===== config.mk =====
export PLATFORM = sky130hd
export DESIGN_NAME = fdct8_core
export DESIGN_NICKNAME = d
export VERILOG_FILES = /design/src/rtl/fdct8_pkg.sv /design/src/rtl/fdct8_tile_fetch.sv /design/src/rtl/fdct8_basis_rom.sv /design/src/rtl/fdct8_mac.sv /design/src/rtl/fdct8_core.sv
export SDC_FILE = /design/constraint.sdc
export NUM_CORES = 2
export LEC_CHECK = 0
export BUFFER_PORTS_ARGS = -buffer_cell sky130_fd_sc_hd__buf_2
export CORE_MARGIN = 2
export CORE_UTILIZATION = 50
export DETAILED_ROUTE_END_ITERATION = 10
export GPL_ROUTABILITY_DRIVEN = 0
export PLACE_DENSITY = 0.65
export SYNTH_ARGS = -nofsm -noshare
export SYNTH_HDL_FRONTEND = slang
export SYNTH_SLANG_ARGS = --single-unit

===== constraint.sdc =====
create_clock -name clk -period 24.7 [get_ports clk]
set_clock_uncertainty 0.1 [all_clocks]
set_input_delay 6.175 -clock clk [delete_from_list [all_inputs] [get_ports clk]]
set_output_delay 6.175 -clock clk [all_outputs]
set_load 0.005 [all_outputs]

===== src/rtl/fdct8_pkg.sv =====
`timescale 1ns/1ps
package fdct8_pkg;

  localparam int TILE_N   = 8;
  localparam int TILE_SQ  = TILE_N * TILE_N;
  localparam int IDX_W    = 3;
  localparam int ENTRY_W  = 8;

  typedef enum logic [2:0] {
    ST_IDLE,
    ST_FETCH,
    ST_DRAIN,
    ST_ROWS,
    ST_COLS,
    ST_FIN
  } fdct8_state_e;

  // Scaled cosine entry T[u][x] as {sign, magnitude[6:0]}.
  // The angle is kept in units of pi/16 and folded into 0..8.
  function automatic logic [ENTRY_W-1:0] basis_entry(input int unsigned u,
                                                     input int unsigned x);
    int unsigned ang;
    logic        neg;
    logic [6:0]  mag;
    if (u == 0) return 8'd8;
    ang = ((2 * x + 1) * u) % 32;
    neg = 1'b0;
    if (ang > 16) ang = 32 - ang;
    if (ang > 8) begin
      ang = 16 - ang;
      neg = 1'b1;
    end
    case (ang)
      1:       mag = 7'd11;
      2:       mag = 7'd10;
      3:       mag = 7'd9;
      4:       mag = 7'd8;
      5:       mag = 7'd6;
      6:       mag = 7'd4;
      7:       mag = 7'd2;
      default: mag = 7'd0;
    endcase
    return {neg, mag};
  endfunction

  // Sign-magnitude ROM word to a signed 9-bit operand.
  function automatic logic signed [8:0] sm_value(input logic [ENTRY_W-1:0] e);
    logic signed [8:0] m;
    m = $signed({2'b00, e[6:0]});
    return e[7] ? -m : m;
  endfunction

  // Limit a scaled coefficient: DC to 0..255, AC to -127..127.
  function automatic logic [7:0] clamp_coef(input logic signed [31:0] v,
                                            input logic dc);
    if (dc) begin
      if (v < 0)        return 8'd0;
      if (v > 32'sd255) return 8'hff;
    end else begin
      if (v > 32'sd127)  return 8'h7f;
      if (v < -32'sd127) return 8'h81;
    end
    return v[7:0];
  endfunction

endpackage


===== src/rtl/fdct8_tile_fetch.sv =====
`timescale 1ns/1ps
module fdct8_tile_fetch #(
  parameter int ADDR_W = 18,
  parameter int WID_W  = 12
) (
  input  logic              clk,
  input  logic              rst_n,
  input  logic              go,
  input  logic [ADDR_W-1:0] origin,
  input  logic [WID_W-1:0]  pitch,
  output logic              rd_en,
  output logic [ADDR_W-1:0] rd_addr,
  output logic [5:0]        rd_idx,
  output logic              rd_last
);

  logic              active;
  logic [2:0]        row_q, col_q;
  logic [ADDR_W-1:0] base_q;
  logic [ADDR_W-1:0] pitch_ext;
  logic [WID_W-1:0]  pitch_q;

  assign pitch_ext = {{(ADDR_W-WID_W){1'b0}}, pitch_q};

  always_ff @(posedge clk or negedge rst_n) begin
    if (!rst_n) begin
      active  <= 1'b0;
      row_q   <= '0;
      col_q   <= '0;
      base_q  <= '0;
      pitch_q <= '0;
    end else if (go) begin
      active  <= 1'b1;
      row_q   <= '0;
      col_q   <= '0;
      base_q  <= origin;
      pitch_q <= pitch;
    end else if (active) begin
      col_q <= col_q + 3'd1;
      if (col_q == 3'd7) begin
        row_q  <= row_q + 3'd1;
        base_q <= base_q + pitch_ext;
        if (row_q == 3'd7) active <= 1'b0;
      end
    end
  end

  assign rd_en   = active;
  assign rd_addr = base_q + {{(ADDR_W-3){1'b0}}, col_q};
  assign rd_idx  = {row_q, col_q};
  assign rd_last = active && (row_q == 3'd7) && (col_q == 3'd7);

endmodule


===== src/rtl/fdct8_basis_rom.sv =====
`timescale 1ns/1ps
module fdct8_basis_rom
  import fdct8_pkg::*;
(
  input  logic [IDX_W-1:0]   row_sel,
  input  logic [IDX_W-1:0]   col_sel,
  output logic [ENTRY_W-1:0] entry
);

  logic [ENTRY_W-1:0] table_w [TILE_SQ];

  for (genvar gi = 0; gi < TILE_N; gi++) begin : g_row
    for (genvar gj = 0; gj < TILE_N; gj++) begin : g_col
      assign table_w[gi*TILE_N + gj] = basis_entry(gi, gj);
    end
  end

  assign entry = table_w[{row_sel, col_sel}];

endmodule


===== src/rtl/fdct8_mac.sv =====
`timescale 1ns/1ps
module fdct8_mac #(
  parameter int A_W   = 21,
  parameter int ACC_W = 26
) (
  input  logic                    clk,
  input  logic                    rst_n,
  input  logic                    en,
  input  logic                    first,
  input  logic signed [A_W-1:0]   a,
  input  logic signed [8:0]       b,
  output logic        [ACC_W-1:0] acc_sum
);

  localparam int PROD_W = A_W + 9;

  logic [PROD_W-1:0] a_ext, b_ext, prod;
  logic [ACC_W-1:0]  acc_q;

  assign a_ext   = {{9{a[A_W-1]}}, a};
  assign b_ext   = {{A_W{b[8]}}, b};
  assign prod    = a_ext * b_ext;
  assign acc_sum = (first ? '0 : acc_q) + prod[ACC_W-1:0];

  always_ff @(posedge clk or negedge rst_n) begin
    if (!rst_n)  acc_q <= '0;
    else if (en) acc_q <= acc_sum;
  end

endmodule


===== src/rtl/fdct8_core.sv =====
`timescale 1ns/1ps
module fdct8_core
  import fdct8_pkg::*;
#(
  parameter int ADDR_W  = 18,
  parameter int WID_W   = 12,
  parameter int SAMP_W  = 21,
  parameter int MID_W   = 18,
  parameter int ACC_W   = 26,
  parameter int FRAC_SH = 12
) (
  input  logic              clk,
  input  logic              rst_n,
  input  logic              start,
  input  logic [ADDR_W-1:0] tile_origin,
  input  logic [WID_W-1:0]  img_width,
  output logic              mem_rd_en,
  output logic [ADDR_W-1:0] mem_addr,
  input  logic [7:0]        mem_rdata,
  output logic              coef_valid,
  output logic [7:0]        coef_data,
  output logic              tile_done
);

  fdct8_state_e state;

  logic [IDX_W-1:0] cu, cv, ck;
  logic             wr_pend;
  logic [5:0]       wr_idx;
  logic             coef_valid_q, coef_dc_q, done_q;
  logic [7:0]       coef_q;

  logic [SAMP_W-1:0] samp_buf [TILE_SQ];
  logic [MID_W-1:0]  mid_buf  [TILE_SQ];

  // Named internal events for the checker
  logic busy, in_pass, term_last, fetch_go, fetch_last;
  logic [5:0] fetch_idx;

  assign busy      = (state != ST_IDLE);
  assign in_pass   = (state == ST_ROWS) || (state == ST_COLS);
  assign term_last = in_pass && (ck == 3'd7);
  assign fetch_go  = (state == ST_IDLE) && start;

  fdct8_tile_fetch #(.ADDR_W(ADDR_W), .WID_W(WID_W)) fetch_i (
    .clk     (clk),
    .rst_n   (rst_n),
    .go      (fetch_go),
    .origin  (tile_origin),
    .pitch   (img_width),
    .rd_en   (mem_rd_en),
    .rd_addr (mem_addr),
    .rd_idx  (fetch_idx),
    .rd_last (fetch_last)
  );

  // Basis lookup: pass 1 uses T[u][k], pass 2 uses T[v][k]
  logic [IDX_W-1:0]   rom_row;
  logic [ENTRY_W-1:0] rom_entry;
  assign rom_row = (state == ST_COLS) ? cv : cu;

  fdct8_basis_rom rom_i (
    .row_sel (rom_row),
    .col_sel (ck),
    .entry   (rom_entry)
  );

  // Operand A: sample X[k][v] in pass 1, intermediate P[u][k] in pass 2
  logic signed [SAMP_W-1:0] op_a;
  logic        [MID_W-1:0]  mid_rd;
  assign mid_rd = mid_buf[{cu, ck}];
  assign op_a = (state == ST_COLS)
              ? $signed({{(SAMP_W-MID_W){mid_rd[MID_W-1]}}, mid_rd})
              : $signed(samp_buf[{ck, cv}]);

  logic [ACC_W-1:0] acc_sum;

  fdct8_mac #(.A_W(SAMP_W), .ACC_W(ACC_W)) mac_i (
    .clk     (clk),
    .rst_n   (rst_n),
    .en      (in_pass),
    .first   (ck == 3'd0),
    .a       (op_a),
    .b       (sm_value(rom_entry)),
    .acc_sum (acc_sum)
  );

  // Final normalisation and limiting
  logic signed [ACC_W-1:0] scaled;
  logic signed [31:0]      scaled32;
  assign scaled   = $signed(acc_sum) >>> FRAC_SH;
  assign scaled32 = $signed({{(32-ACC_W){scaled[ACC_W-1]}}, scaled});

  always_ff @(posedge clk or negedge rst_n) begin
    if (!rst_n) begin
      state        <= ST_IDLE;
      cu           <= '0;
      cv           <= '0;
      ck           <= '0;
      wr_pend      <= 1'b0;
      wr_idx       <= '0;
      coef_valid_q <= 1'b0;
      coef_dc_q    <= 1'b0;
      coef_q       <= '0;
      done_q       <= 1'b0;
    end else begin
      coef_valid_q <= 1'b0;
      done_q       <= 1'b0;
      wr_pend      <= mem_rd_en;
      wr_idx       <= fetch_idx;
      case (state)
        ST_IDLE:  if (start) state <= ST_FETCH;
        ST_FETCH: if (fetch_last) state <= ST_DRAIN;
        ST_DRAIN: begin
          state <= ST_ROWS;
          cu    <= '0;
          cv    <= '0;
          ck    <= '0;
        end
        ST_ROWS, ST_COLS: begin
          ck <= ck + 3'd1;
          if (term_last) begin
            cv <= cv + 3'd1;
            if (cv == 3'd7) begin
              cu <= cu + 3'd1;
              if (cu == 3'd7) state <= (state == ST_ROWS) ? ST_COLS : ST_FIN;
            end
          end
          if (state == ST_COLS && term_last) begin
            coef_valid_q <= 1'b1;
            coef_dc_q    <= (cu == 3'd0) && (cv == 3'd0);
            coef_q       <= clamp_coef(scaled32, (cu == 3'd0) && (cv == 3'd0));
          end
        end
        ST_FIN: begin
          done_q <= 1'b1;
          state  <= ST_IDLE;
        end
        default: state <= ST_IDLE;
      endcase
    end
  end

  always_ff @(posedge clk) begin
    if (wr_pend) samp_buf[wr_idx] <= {{(SAMP_W-8){1'b0}}, mem_rdata};
    if (state == ST_ROWS && term_last) mid_buf[{cu, cv}] <= acc_sum[MID_W-1:0];
  end

  assign coef_valid = coef_valid_q;
  assign coef_data  = coef_q;
  assign tile_done  = done_q;

endmodule


# [Word level (Yosys, flattened, before mapping)]
# Memory sizes are Yosys's and may differ from the RTL's.
# Cells that the tools add are included.
# W data, S select, Z words.
[totals] register_bits=92 ram_bits=1664 rom_bits=512 input_bits=41 out_inout_bits=29 elab_cells=131 mem_count=3
[classes] addsub=9 multipliers=1 n_lt_le_gt_ge=5 eq_ne=15 n_mux=61 bitwise_logic=1 n_reduce_logical=21
[mem_list] memory="mid_buf" depth=64 word_bits=18 read_ports=1 rd_ports_with_merged_regs=0 write_ports=1 line_no="fdct8_core.sv:34" source="logic [MID_W-1:0] mid_buf [TILE_SQ];"
[mem_list] memory="(name not given)" depth=64 word_bits=8 read_ports=1 rd_ports_with_merged_regs=0 write_ports=0 line_no="fdct8_basis_rom.sv:18" source="assign entry = table_w[{row_sel, col_sel}];"
[mem_list] memory="samp_buf" depth=64 word_bits=8 read_ports=1 rd_ports_with_merged_regs=0 write_ports=1 line_no="fdct8_core.sv:33" source="logic [SAMP_W-1:0] samp_buf [TILE_SQ];"
[op_table] cell="$mux W8" n=10
[op_table] cell="$mux W18" n=3
[op_table] cell="$mux W3" n=14
[op_table] cell="$mux W1" n=27
[op_table] cell="$add A26 B26 Y26" n=1
[op_table] cell="$mul A21 B9 Y26" n=1
[op_table] cell="$mux W26" n=1
[op_table] cell="$eq A3 B3 Y1 const B" n=7
[op_table] cell="$mux W21" n=1
[op_table] cell="$add A18 B12 Y18" n=1
[op_table] cell="$add A18 B3 Y18" n=1
[op_table] cell="$pmux W3 S2" n=3
[op_table] cell="$add A3 B1 Y3 const B" n=5
[op_table] cell="$gt A14 B8 Y1 const B" n=1
[op_table] cell="$gt A14 B9 Y1 const B" n=1
[op_table] cell="$lt A14 B1 Y1 const B" n=1
[op_table] cell="$lt A14 B8 Y1 const B" n=1
[op_table] cell="$logic_not A3 Y1" n=4
[op_table] cell="$pmux W3 S4" n=1
[op_table] cell="$mux W9" n=1
[op_table] cell="$neg A7 Y9" n=1
[op_table] cell="$ne A2 B2 Y1 const B" n=4
[op_table] cell="$ge A7 B7 Y1 const B" n=1
[op_table] cell="$logic_and A1 B1 Y1" n=7
[op_table] cell="10 further kinds" n=15

# [Longest topological paths before layout]
[logic_depth] ltp_word=20 mapped_depth=40 depth_no_buf=36

# [Cells and area by module]
# A second synthesis with hierarchy kept.
[unflattened] cells_unflattened=4546 area_unflattened_um2=77023.9
[modules_own_cells] module="fdct8_core" instances=1 cells_per_inst=3364 area_each_um2=66243.5 seq_area_each_um2=50693.6
[modules_own_cells] module="fdct8_mac" instances=1 cells_per_inst=852 area_each_um2=7741.2 seq_area_each_um2=650.6
[modules_own_cells] module="fdct8_tile_fetch" instances=1 cells_per_inst=259 area_each_um2=2516.2 seq_area_each_um2=925.9
[modules_own_cells] module="fdct8_basis_rom" instances=1 cells_per_inst=71 area_each_um2=523.0 seq_area_each_um2=0.0

# [Worst setup path after synthesis]
# No wires, ideal clock.
[synth_timing] kind="register to register" from="register ck[0]" to="memory mid_buf[0][14], data pin" setup_time_ns=0.574 t_arrival_ns=9.112 slack_ns=14.914 stages_incl_launch_ff=33 n_path_buf=7 synth_period_minus_slack_ns=9.786 cell_sequence="dfrtp_1 > buf_2 > buf_2 > buf_4 > buf_4 > buf_4 > buf_2 > o21ai_0 > xnor2_1 > nor2_1 > inv_1 > nand3_1 > inv_1 > ha_1 > nand2_1 > o21ai_1 > clkbuf_1 > nand2_1 > fa_1 > fa_1 > inv_1 > fa_1 > fa_1 > inv_1 > fa_1 > inv_1 > ha_1 > o211ai_1 > a21oi_1 > o21ai_0 > o21ai_0 > a21oi_1 > xnor2_1"
[synth_between] elab_chain_cells=8 elab_cells_between_ends=13 cone_classes="add/sub (2); mul (1); mux (5); bitwise (1); reduce/logical (1); memory (3)"
[synth_lines] item="from (decl)" line_no="fdct8_core.sv:27" source="logic [IDX_W-1:0] cu, cv, ck;"
[synth_lines] item="from (signal assigned)" line_no="fdct8_core.sv:121" source="ck <= ck + 3'd1;"
[synth_lines] item="$not A6 Y7 (not written as such)" line_no="fdct8_basis_rom.sv:18"
[synth_lines] item="$mem_v2 Z64 W8"
[synth_lines] item="$mux W8 (not written as such) (2 in a row)" line_no="fdct8_basis_rom.sv:18"
[synth_lines] item="$neg A7 Y9" line_no="fdct8_pkg.sv:50" source="return e[7] ? -m : m;"
[synth_lines] item="$mux W9" line_no="fdct8_pkg.sv:50"
[synth_lines] item="$mul A21 B9 Y26" line_no="fdct8_mac.sv:22" source="assign prod = a_ext * b_ext;"
[synth_lines] item="$add A26 B26 Y26 *" line_no="fdct8_mac.sv:23" source="assign acc_sum = (first ? '0 : acc_q) + prod[ACC_W-1:0];"
[synth_lines] item="named net acc_sum[14]" line_no="fdct8_core.sv:76" source="logic [ACC_W-1:0] acc_sum;"
[synth_lines] item="to (decl)" line_no="fdct8_core.sv:34"
# Mark *: on every way through the listed nets, which the timed path passes. The rest lies on a longest branch. The select of a mux whose other input is x is not followed.

# [Final worst setup path]
[layout_timing] from="register ck[0]" to="register coef_q[1] (netlist: coef_data[1])"
[layout_between] elab_chain_cells=18 elab_cells_between_ends=42 cone_classes="add/sub (2); mul (1); order compare (4); eq/ne (1); mux (26); bitwise (1); reduce/logical (4); memory (3)"
[layout_lines] item="$not A6 Y7 (not written as such)" line_no="fdct8_basis_rom.sv:18"
[layout_lines] item="$mem_v2 Z64 W8"
[layout_lines] item="$mux W8 (not written as such) (2 in a row)" line_no="fdct8_basis_rom.sv:18"
[layout_lines] item="$neg A7 Y9" line_no="fdct8_pkg.sv:50"
[layout_lines] item="$mux W9" line_no="fdct8_pkg.sv:50"
[layout_lines] item="$mul A21 B9 Y26" line_no="fdct8_mac.sv:22"
[layout_lines] item="$add A26 B26 Y26" line_no="fdct8_mac.sv:23"
[layout_lines] item="$gt A14 B8 Y1 / $lt A14 B1 Y1 (equally long branches)" line_no="fdct8_pkg.sv:60, fdct8_pkg.sv:57"
[layout_lines] item="$mux W1 (on tied branches)" line_no="fdct8_pkg.sv:60, fdct8_pkg.sv:57"
[layout_lines] item="$mux W1" line_no="fdct8_pkg.sv:56" source="if (dc) begin"
[layout_lines] item="$mux W1" line_no="fdct8_core.sv:129" source="if (state == ST_COLS && term_last) begin"
[layout_lines] item="$mux W1" line_no="fdct8_core.sv:111" source="case (state)"
[layout_lines] item="$mux W1 (on tied branches)" line_no="fdct8_pkg.sv:61, fdct8_pkg.sv:58"
[layout_lines] item="$mux W1" line_no="fdct8_pkg.sv:56"
[layout_lines] item="$mux W1" line_no="fdct8_core.sv:129"
[layout_lines] item="$mux W1" line_no="fdct8_core.sv:111"
[layout_lines] item="$mux W8" line_no="fdct8_pkg.sv:63" source="return v[7:0];"
[layout_lines] item="to (signal assigned)" line_no="fdct8_core.sv:132" source="coef_q <= clamp_coef(scaled32, (cu == 3'd0) && (cv == 3'd0));"
[layout_lines] item="to (decl)" line_no="fdct8_core.sv:31" source="logic [7:0] coef_q;"
# Parallel ways exist; a longest one is shown, timed or not. The select of a mux whose other input is x is not followed.
# A chain may end at the register's enable or synchronous reset.

==> out/results.tsv <==
metric	value	unit
worst IR drop on VDD	0.0800	mV
Setup violations, final	0	
drt pass-1 iters	7	
RSZ-0062 raised after global routing	no	
Slowest-stage cell, CP	nor4_1	
minimum clock period	11.18	ns
worst hold stages	0	
Initial Utilization	0.505	
Vias per Instance	6.26	
Core Box Area	0.150	sq mm
PD cells	69.4	mW/mm^2
Post-Place Cells	6599	
CTS Hold Buffers Added	0	
P&R area growth vs syn	12.1	%
DRC	0	
Non-Filler Instances	6924	
Post-synth top cells	1664 x edfxtp_1, 351 x nand2_1, 341 x nor2_1, 296 x mux4_2, 235 x inv_1	
CTS max path bufs	3	
Vias	43311	
post-synthesis register bit count	1756	
vias in the first global route	42312	
Slew Viols, Final	0	
Die W	393	um
Critical Path RT	25.28	ns
outcome	complete, no violations	
Fill cells	11378	
slew at the pin closest to its max-slew limit	1.31	ns
area leader, netlist	edfxtp_1	
Post-CTS Resized	0	
Clock Latency Late Sink	0.84	ns
Clock transition at path regs	0.06	ns
startpoint types	flop	
fin crit share	0.453	
IO Pins	70	
Max Fclk	0.0894	GHz
Synth area leaders	edfxtp_1 66%, mux4_2 8.8%, fa_1 4.0%	
total wire length	206	mm
Synth top area share	0.659	
Hold Crit Class	flop to flop	
predominant post-synthesis flop cell	edfxtp_1	
input/output buffers	69	
Cells after Synth	4587	
CTS tree	yes	
DR WL/cell	29.7	um
standard-cell row count	142	
layout cells sized above 1	0.188	
Post-synth ARST share	0.0524	
Worst R2R Path Depth	28	
multi-input combinational cell area	0.0220	sq mm
first-pass GRT wire length	299	mm
clk sinks	1756	
initial antenna violation count	5	
syn_area_per_cell	16.5	sq um
Critical Path AT	11.76	ns
CP endpoint kind	flop	
endpoints failing hold	0	
Setup Crit Path Kind	flop to flop	
post-synthesis sequential area ratio	0.690	
Post-Syn Area	0.0758	sq mm
Max Cap Viol	0	
CP max FO	81	
TritonCTS Buffers	175	
synth warn	0	
post-DP HPWL	124	mm
Die Span Y	393	um
Pleak	28.5	nW
GRT Util Overall	0.265	
Layout Nets	5052	
Max-slew headroom	0.119	
syn nets	4879	
DRT iter0 DRCs	5915	
FF+latch area	0.0523	sq mm
CTS H-tree lvls	4	
root buffer selected by CTS	clkbuf_16	
EDFF count, synth	1664	
Final TNS setup	0	ns
most frequent CP cell	fa_1	
remaining antenna violation count	0	
CP max stage delay	1.02	ns
grt ovf	0	
largest net degree at the start of global routing	104	
DIE AREA	0.155	sq mm
library cells used by synthesis	92	
post-CTS setup buffer count	0	
most frequent cell after synthesis	edfxtp_1	
==> placed cells by master, fill, tap and decap left out, drive strengths merged, types with 10 or more instances in the layout <==
cell / instances
edfxtp: 1664
a22oi: 17
mux4: 296
mux2: 38
o221ai: 21
o211ai: 20
nor3: 54
and3: 11
a211oi: 37
nand3: 41
bufinv: 16
ha: 98
o21ai: 134
xor2: 10
clkbuf: 206
nand2b: 19
and2: 44
mux2i: 145
xnor2: 41
buf: 218
nor2b: 20
nor2: 341
o31ai: 10
a211o: 10
a221oi: 14
nor4: 21
nand2: 352
nand4: 11
a21o: 10
inv: 251
dfrtp: 92
fa: 153
clkinv: 89
o22ai: 141
a31oi: 30
a21oi: 116
==> final cells by class <==
cell class	count	area share
clock buffer	206	0.0533
sequential	1756	0.616
antenna	4	0.000118
multi-input combinational	2366	0.259
timing repair buffer	218	0.0180
tap	2016	0.0297
clock inverter	115	0.0138
inverter	243	0.0108
==> report_power, final <==
part / switching (mW) / total (mW) / internal, mW
logic: 0.0193 / 0.0224 / 0.00312
clock network: 1.16 / 2.65 / 1.49
registers: 0 / 3.22 / 3.22
total: 1.18 / 5.89 / 4.72
==> per-stage QoR <==
| stage | util | cell area, sq um | setup WS, ns | power [mW] | hold slack [ns] |
|---|---|---|---|---|---|
| after detailed placement | 0.528 | 79200 | 13.44 | 3.31 | 0.292 |
| after global routing | 0.566 | 84900 | 12.54 | 6.04 | 0.333 |
| final | 0.566 | 85000 | 13.52 | 5.89 | 0.307 |
| after CTS | 0.566 | 84900 | 13.42 | 5.92 | 0.309 |
| after global placement | 0.528 | 79200 | 13.59 | 3.31 | 0.295 |
| after floorplan | - | 75800 | 14.91 | 3.29 | 0.277 |
==> registers in the layout, indices dropped and copies added, names as in the netlist <==
| register | count |
|---|---|
| samp_buf | 512 |
| mac_i.acc_q | 26 |
| cv | 3 |
| tile_done | 1 |
| cu | 3 |
| mid_buf | 1152 |
| fetch_i.col_q | 3 |
| fetch_i.pitch_q | 12 |
| wr_idx | 6 |
| coef_valid | 1 |
| state | 3 |
| fetch_i.rd_en | 1 |
| ck | 3 |
| fetch_i.row_q | 3 |
| wr_pend | 1 |
| coef_data | 8 |
| fetch_i.base_q | 18 |
==> cell families after synthesis <==
group           synth area share
simple gates              0.0558
mux                        0.113
buf+inv                   0.0249
compound gates            0.0539
xor+xnor                 0.00622
fa+ha+maj                 0.0566
flops                      0.690
==> worst max-delay path: cells and delay by family, from the launching register on <==
kind            cells  cell delay [ns]
buf+inv             6             1.88
mux                 2             0.74
fa+ha+maj           6             2.77
simple gates        7             2.30
compound gates      6             1.59
xor+xnor            1             0.39
flops               1             0.88
==> per-layer routing <==
metal  part of all wire  GRT usage  wire [um]  vias to the layer above
met5            0.00013          0         27                        -
li1                   -          -          -                    18057
met4              0.037     0.0930       7540                        4
met3              0.095     0.0469      19500                      426
met1               0.40      0.380      82400                    22492
met2               0.47      0.413      96200                     2332
==> worst paths after layout <==
path / from / to / slack (ns)
max: ck[0] / coef_data[1] / 13.52
min: fetch_i.row_q[1] / wr_idx[4] / 0.31
max reg2reg: ck[0] / coef_data[1] / 13.52
min reg2reg: fetch_i.row_q[1] / wr_idx[4] / 0.31
max in group asynchronous: rst_n / ck[2] / 17.89
min in group asynchronous: rst_n / fetch_i.base_q[16] / 5.20
Note: power is estimated with default switching activity, not from simulation.
